## src/rtl/ckdiv_pkg.sv

```systemverilog
package ckdiv_pkg;

    // Largest half-period is 2**MAX_SH fast cycles.
    localparam int MAX_SH = 3;
    localparam int SH_W   = 2;
    localparam int CNT_W  = MAX_SH;
    localparam int SEL_W  = 2;

    typedef enum logic [SEL_W-1:0] {
        SEL_DIV8 = 2'b00,
        SEL_DIV4 = 2'b01,
        SEL_FULL = 2'b10,
        SEL_DIV2 = 2'b11
    } sel_e;

    typedef struct packed {
        logic            run;
        logic            level;
        logic [SH_W-1:0] rate;
    } ctrl_t;

endpackage

```

## src/rtl/ckdiv_rate_decode.sv

```systemverilog
module ckdiv_rate_decode
    import ckdiv_pkg::*;
(
    input  logic [SEL_W-1:0] code,
    output logic [SH_W-1:0]  shift
);

    // Non-binary code: the order in which the pin pair steps through rates.
    always_comb begin
        unique case (sel_e'(code))
            SEL_DIV8: shift = SH_W'(3);
            SEL_DIV4: shift = SH_W'(2);
            SEL_DIV2: shift = SH_W'(1);
            SEL_FULL: shift = SH_W'(0);
            default:  shift = SH_W'(3);
        endcase
    end

endmodule

```

## src/rtl/ckdiv_half_timer.sv

```systemverilog
module ckdiv_half_timer
    import ckdiv_pkg::*;
(
    input  logic            clk,
    input  logic            rst,
    input  logic            restart,
    input  logic [SH_W-1:0] shift,
    output logic            done
);

    logic [CNT_W-1:0] cnt_d, cnt_q;
    logic [CNT_W-1:0] limit;

    // Half-period of 2**shift cycles; wraps to all ones for the largest.
    assign limit = (CNT_W'(1) << shift) - CNT_W'(1);
    assign done  = (cnt_q == limit);

    always_comb begin
        cnt_d = cnt_q + CNT_W'(1);
        if (restart || done) begin
            cnt_d = '0;
        end
    end

    always_ff @(posedge clk) begin
        if (rst) begin
            cnt_q <= '0;
        end else begin
            cnt_q <= cnt_d;
        end
    end

endmodule

```

## src/rtl/card_clk_divider.sv

```systemverilog
module card_clk_divider
    import ckdiv_pkg::*;
#(
    parameter logic [SH_W-1:0] RESET_SH = SH_W'(MAX_SH)
) (
    input  logic             clk,
    input  logic             rst,
    input  logic [SEL_W-1:0] rate_sel,
    input  logic             run_en,
    output logic             card_clk
);

    ctrl_t           ctrl_d, ctrl_q;
    logic [SH_W-1:0] sel_shift;
    logic            phase_end;
    logic            timer_restart;

    ckdiv_rate_decode i_decode (
        .code  (rate_sel),
        .shift (sel_shift)
    );

    assign timer_restart = !ctrl_q.run;

    ckdiv_half_timer i_timer (
        .clk     (clk),
        .rst     (rst),
        .restart (timer_restart),
        .shift   (ctrl_q.rate),
        .done    (phase_end)
    );

    always_comb begin
        ctrl_d = ctrl_q;
        if (!ctrl_q.run) begin
            // Parked low: start with a full high phase at the selected rate.
            if (run_en) begin
                ctrl_d.run   = 1'b1;
                ctrl_d.level = 1'b1;
                ctrl_d.rate  = sel_shift;
            end
        end else if (phase_end) begin
            if (ctrl_q.level) begin
                ctrl_d.level = 1'b0;
            end else if (run_en) begin
                // Period boundary: the only point a new rate is taken.
                ctrl_d.level = 1'b1;
                ctrl_d.rate  = sel_shift;
            end else begin
                ctrl_d.run = 1'b0;
            end
        end
    end

    always_ff @(posedge clk) begin
        if (rst) begin
            ctrl_q.run   <= 1'b0;
            ctrl_q.level <= 1'b0;
            ctrl_q.rate  <= RESET_SH;
        end else begin
            ctrl_q <= ctrl_d;
        end
    end

    assign card_clk = ctrl_q.level;

endmodule

```

## config.mk

```make
export PLATFORM = sky130hd
export DESIGN_NAME = card_clk_divider
export DESIGN_NICKNAME = d
export VERILOG_FILES = /design/src/rtl/ckdiv_pkg.sv /design/src/rtl/ckdiv_rate_decode.sv /design/src/rtl/ckdiv_half_timer.sv /design/src/rtl/card_clk_divider.sv
export SDC_FILE = /design/constraint.sdc
export NUM_CORES = 1
export LEC_CHECK = 0
export BUFFER_PORTS_ARGS = -buffer_cell sky130_fd_sc_hd__buf_4
export CAP_MARGIN = 40
export CORE_AREA = 10 10 47 49
export DETAILED_ROUTE_END_ITERATION = 10
export DIE_AREA = 0 0 57 59
export GPL_ROUTABILITY_DRIVEN = 1
export PLACE_DENSITY = 0.49
export SETUP_SLACK_MARGIN = 0.05
export SLEW_MARGIN = 20
export SYNTH_ARGS = -nofsm -noshare
export SYNTH_HDL_FRONTEND = slang
export SYNTH_HIERARCHICAL = 1
export SYNTH_SLANG_ARGS = --single-unit
export TNS_END_PERCENT = 20
```

## constraint.sdc

```tcl
create_clock -name clk -period 3.5 [get_ports clk]
set_clock_uncertainty 0.15 [all_clocks]
set_input_delay 0.875 -clock clk [delete_from_list [all_inputs] [get_ports clk]]
set_output_delay 0.875 -clock clk [all_outputs]
set_load 0.1 [all_outputs]
```

# Word level (Yosys, flattened, before mapping)
# Cells that the tools add are included.
[totals]
out_inout_bits = 1
ff_bits = 7
wordCells = 30
[op_classes]
muxes = 9
eq_ne = 7
addsub = 2
n_reduce_logical = 7
shift = 1
[ops]
columns = ["operator", "count"]
rows = [
  ["4-bit two-way mux", 3],
  ["2-bit one-hot mux with 4 select lines", 1],
  ["2-bit == test, second input constant", 2],
  ["4-bit AND reduction", 1],
  ["3-bit by 1-bit adder with 3-bit output, second input constant", 1],
  ["3-bit == test", 1],
  ["1-bit two-way mux", 3],
  ["3-bit two-way mux", 1],
  ["3-bit != test, second input constant", 1],
  ["1-bit by 2-bit left shift with 3-bit output, first input constant", 1],
  ["3-bit by 2-bit subtractor with 3-bit output, second input constant", 1],
  ["2-bit by 1-bit == test with 1-bit output, second input constant", 1],
  ["2-bit logical NOT", 1],
  ["2-bit two-way mux", 1],
  ["2-bit by 1-bit != test with 1-bit output, second input constant", 1],
  ["2-bit != test, second input constant", 1],
  ["2-bit AND reduction", 1],
  ["2-bit nonzero test", 1],
  ["2-bit OR reduction", 1],
  ["1-bit logical NOT", 1],
  ["1-bit logical OR", 1],
]

# Depth between registers and ports, before layout
[logic_depth]
word_depth = 6
depth_mapped = 6
depth_no_buf = 6

# By module
# The synthesis kept the hierarchy.
[by_module_without_submodules]
columns = ["module", "cells_per_inst", "area_per_inst_um2", "instances"]
rows = [
  ["card_clk_divider", 18, 171.4, 1],
  ["ckdiv_half_timer", 19, 170.2, 1],
  ["ckdiv_rate_decode", 6, 42.5, 1],
]

# Least setup slack after synthesis
# OpenSTA, ideal clock, no wires.
[synth_timing]
path_kind = "reg-to-reg"
from = "register i_timer.cnt_q[2]"
to = "register ctrl_q[0] (netlist name)"
n_path_buf = 0
slack_ns = 1.458
required_ns = 3.230
t_arrival_ns = 1.773
period_less_slack_ns = 2.042
setup_ns = 0.120
stages_incl_launch_ff = 7
cell_sequence = "dfxtp_1 > or4_1 > mux2i_2 > or2_1 > nand2b_4 > a21bo_1 > a211o_1"
[synth_via]
elab_chain_cells = 3
elab_cells_between_ends = 4
classes_between = "eq/ne: 3; reduce/logical: 1"
[synth_lines]
columns = ["item", "line", "text"]
rows = [
  ["from (decl)", "ckdiv_half_timer.sv:11", "logic [CNT_W-1:0] cnt_d, cnt_q;"],
  ["from (signal assigned)", "ckdiv_half_timer.sv:29", "cnt_q <= cnt_d;"],
  ["3-bit == test (*)", "ckdiv_half_timer.sv:16", "assign done = (cnt_q == limit);"],
  ["named net phase_end", "card_clk_divider.sv:15", "logic phase_end;"],
  ["3-bit != test (no line) / 2-bit by 1-bit != test with 1-bit output (equally long branches)", "n/a", ""],
  ["4-bit AND reduction (no line) (*)", "n/a", ""],
  ["to (signal assigned)", "card_clk_divider.sv:61", "ctrl_q <= ctrl_d;"],
  ["to (decl)", "card_clk_divider.sv:13", "ctrl_t ctrl_d, ctrl_q;"],
]
# Mark *: on every way through the listed nets, which the timed path passes. The rest lies on a longest branch.
# A chain may end at the register's enable or synchronous reset.

# Final worst setup path
# Ends and elaborated chain as after synthesis.

==> summary by stage <==
Finish
Leaving out fill and tap cells, the most frequent cell in the layout is sky130_fd_sc_hd__dfxtp_1. The post-route netlist has 21.2% of its cells at a drive strength greater than 1. The number of fill cells in the layout is 163. The area growth from synthesis to layout is 21.8%. The number of antenna diodes is 0.

At the end of the flow, the number of nets in the layout was 61. In the layout the commonest cells are sky130_fd_sc_hd__dfxtp_1 (7), sky130_fd_sc_hd__a21oi_1 (5), sky130_fd_sc_hd__buf_4 (5).

Logic synthesis
The number of nets in the synthesized netlist is 51. After synthesis the netlist holds a flip-flop and latch count of 7. Each instance of the synthesized netlist takes up on average 8.93 um2. The unique cell type count in the Yosys netlist is 20. Yosys attributes the largest share of cell area to sky130_fd_sc_hd__dfxtp_1 (36%), sky130_fd_sc_hd__ha_1 (9.8%), sky130_fd_sc_hd__a21oi_1 (6.5%), sky130_fd_sc_hd__a211o_1 (4.6%), sky130_fd_sc_hd__inv_1 (3.9%). The part of the Yosys area used for sequential elements is 36.5%. The number of standard cells after synthesis is 43. For this run, the number of Yosys warnings is 6. The synthesized netlist occupies a cell area of 384 um2. The cell type contributing the most total cell area after synthesis is sky130_fd_sc_hd__dfxtp_1.

The top cell type's share of synthesized area is 36.5%.

Drt
The routed wire length per instance is 10.7 um. After detailed routing, the number of remaining DRC violations is 0. The routed via count is 325. The ratio of routed vias to standard cells is 4.78. The number of nets with antenna violations after detailed routing is 0. The first detailed-routing pass took 3 iterations. The final wirelength is 730 um. The first routing iteration left 7 violations.

Placement
The congestion estimate from routability-driven global placement came to 0.628. At the placement stage, the worst setup path has a slack of 1.35 ns. The number of input and output port buffers inserted is 5. The wire-length estimate of the detail-placed layout is 560 um.

CTS
The clock tree root driver cell is sky130_fd_sc_hd__clkbuf_4. Post-CTS repair changed the size of 0 cells. The clock passes through at most 2 buffers. The TritonCTS clock tree is built. In this run, post-CTS hold repair placed 0 buffers. In this run the number of H-tree levels came out at 1. The insertion delay to the later sink of the worst-skew pair is 0.25 ns.

The number of clock buffers added by TritonCTS is 3. The clock-pin transition on the worst setup and hold timing paths is 0.05 ns. Clock tree synthesis found a total of 7 sinks. The number of setup buffers added after CTS is 0.

Critical path
The largest incremental delay on the critical path is 0.54 ns. The data required time of the worst path is 3.49 ns. By startpoint and endpoint, the worst setup path is classified as reg -> reg.

The buffer and inverter count on the worst path is 0. Measured in cells, the most critical reg-to-reg path has a length of 6. The data arrival time at the worst-slack endpoint is 2.16 ns. The critical path runs through a total of 6 cells.

Along the worst path, the maximum fanout reaches 4. The worst setup path is launched from a flip-flop. For this design, the slowest cell found on the critical path is sky130_fd_sc_hd__or4_1. The cell family contributing the most delay on the critical path is simple AND/OR/NAND/NOR gates. The critical path goes through or4_1, mux2i_2, or2_1, nand2b_4, a21bo_1, a211o_1. The endpoint class of the critical path is a flip-flop.

Floorplan
During I/O placement, the number of pins put on the boundary was 6. The floorplan has 14 rows. The vertical die dimension is 59 um. The floorplan step set the die width to 57 um. In this run the standard cell core region covers 1400 um2.

The initial utilization of the core area, before any placement, comes to 27.4%. The die area is 3360 um2.

Power and ir drop
Summed over all cells, the static leakage comes to 0.214 nW. Dividing total power by cell area gives a power density of 424 nW/um2. The maximum vdd ir drop is 0.000190 V.

Global routing
Global routing finished with a remaining overflow of 0. The first global-routing pass estimated 1370 um of wire. The number of global-route vias before repair came to 324.

Global routing used 5.63% of the available tracks across all layers. The maximum number of pins on one net before global-route repair is 8. The number of antenna violations at the first check in global routing is 0.

STA
In the post-route analysis, the smallest setup slack over all paths is 1.34 ns. The clock period minus final worst setup slack is 2.16 ns. The achievable clock frequency is 462 MHz. The setup violation total in the final timing report is 0. In the finished design, the share of the clock period the worst path needs comes to 61.8%.

The relative max-transition margin is 82.9%. At the pin with the least slew margin, the transition time is 0.251 ns. The number of pins exceeding their max-slew limit in the final report was 0. For the final routed database, the setup TNS stands at 0 ns.

Setup repair after global routing left no endpoint under its margin. The count of final hold-check violations is 0. Final hold analysis gives a worst-case slack of 0.361 ns.

Status
The run finished with clean final reports.

Run
The max-capacitance violation count is 0.

Hold path
The type of the tightest min-delay check is reg -> reg. The instance count along the most critical hold path is 1.
==> routing by layer <==
layer / part of all wire (%) / global-route usage (%)
met5: 0 / 0
met4: 4.0 / 5.03
met3: 8.2 / 4.72
met2: 41 / 6.98
met1: 47 / 5.72
==> Yosys cell counts, drive strengths merged <==
cell type	number
nand2b	3
nor3	2
dfxtp	7
inv	4
nand4	1
nand3b	1
mux2i	1
nor4	1
xor2	1
or3b	1
a211o	2
nand2	4
ha	3
nor2	2
or2	2
a311oi	1
or4	1
a21bo	1
a21oi	5
==> sequential cells by signal, indices dropped and copies added, names as in the netlist <==
signal and cells:
ctrl_q 3, i_timer/cnt_q 3, card_clk 1
==> final timing paths <==
| kind | start | endpoint | slack [ns] |
|---|---|---|---|
| setup reg to reg | i_timer/cnt_q[2]$_SDFF_PP0_ | ctrl_q[0]$_SDFFE_PP1P_ | 1.34 |
| setup / recovery | i_timer/cnt_q[2]$_SDFF_PP0_ | ctrl_q[0]$_SDFFE_PP1P_ | 1.34 |
| hold reg to reg | card_clk$_SDFFE_PP0P_ | card_clk$_SDFFE_PP0P_ | 0.36 |
| hold / removal | card_clk$_SDFFE_PP0P_ | card_clk$_SDFFE_PP0P_ | 0.36 |
==> through the flow <==
stage | total power, mW | utilization (%) | area [um2] | cells
floorplan | 0.115 | - | 384 | 43
global placement | 0.125 | 31.5 | 442 | 64
detailed placement | 0.125 | 31.5 | 442 | 64
CTS | 0.203 | 33.4 | 468 | 68
global route | 0.215 | 33.4 | 468 | 68
finish | 0.198 | 33.4 | 468 | 68
==> area by class of cell <==
type / count / area, um2 / share of cell area [%]
Clock buffer: 4 / 26.3 / 5.61
Inverter: 4 / 15.0 / 3.21
Multi-Input combinational cell: 32 / 229 / 48.9
Sequential cell: 7 / 140 / 29.9
Tap cell: 16 / 20.0 / 4.28
Timing Repair Buffer: 5 / 37.5 / 8.02
==> worst register-to-register path, delay by kind of cell, from the launching register on <==
kind	cells	cell delay (ns)
simple gates	3	0.85
mux	1	0.25
flops	1	0.33
compound gates	2	0.48
==> logic make-up after synthesis <==
kind of cell	after synthesis	synth area share, %
compound gates	9	16.0
buf+inv	4	3.91
xor+xnor	1	2.28
mux	1	3.58
simple gates	18	28.0
flops	7	36.5
fa+ha+maj	3	9.77
==> where the power goes <==
group / total, mW / internal, mW / switching, mW
clock: 0.0756 / 0.0436 / 0.0320
combinational: 0.0321 / 0.0144 / 0.0177
sequential: 0.0906 / 0.0847 / 0.00590
(Power assumes the default switching activity.)
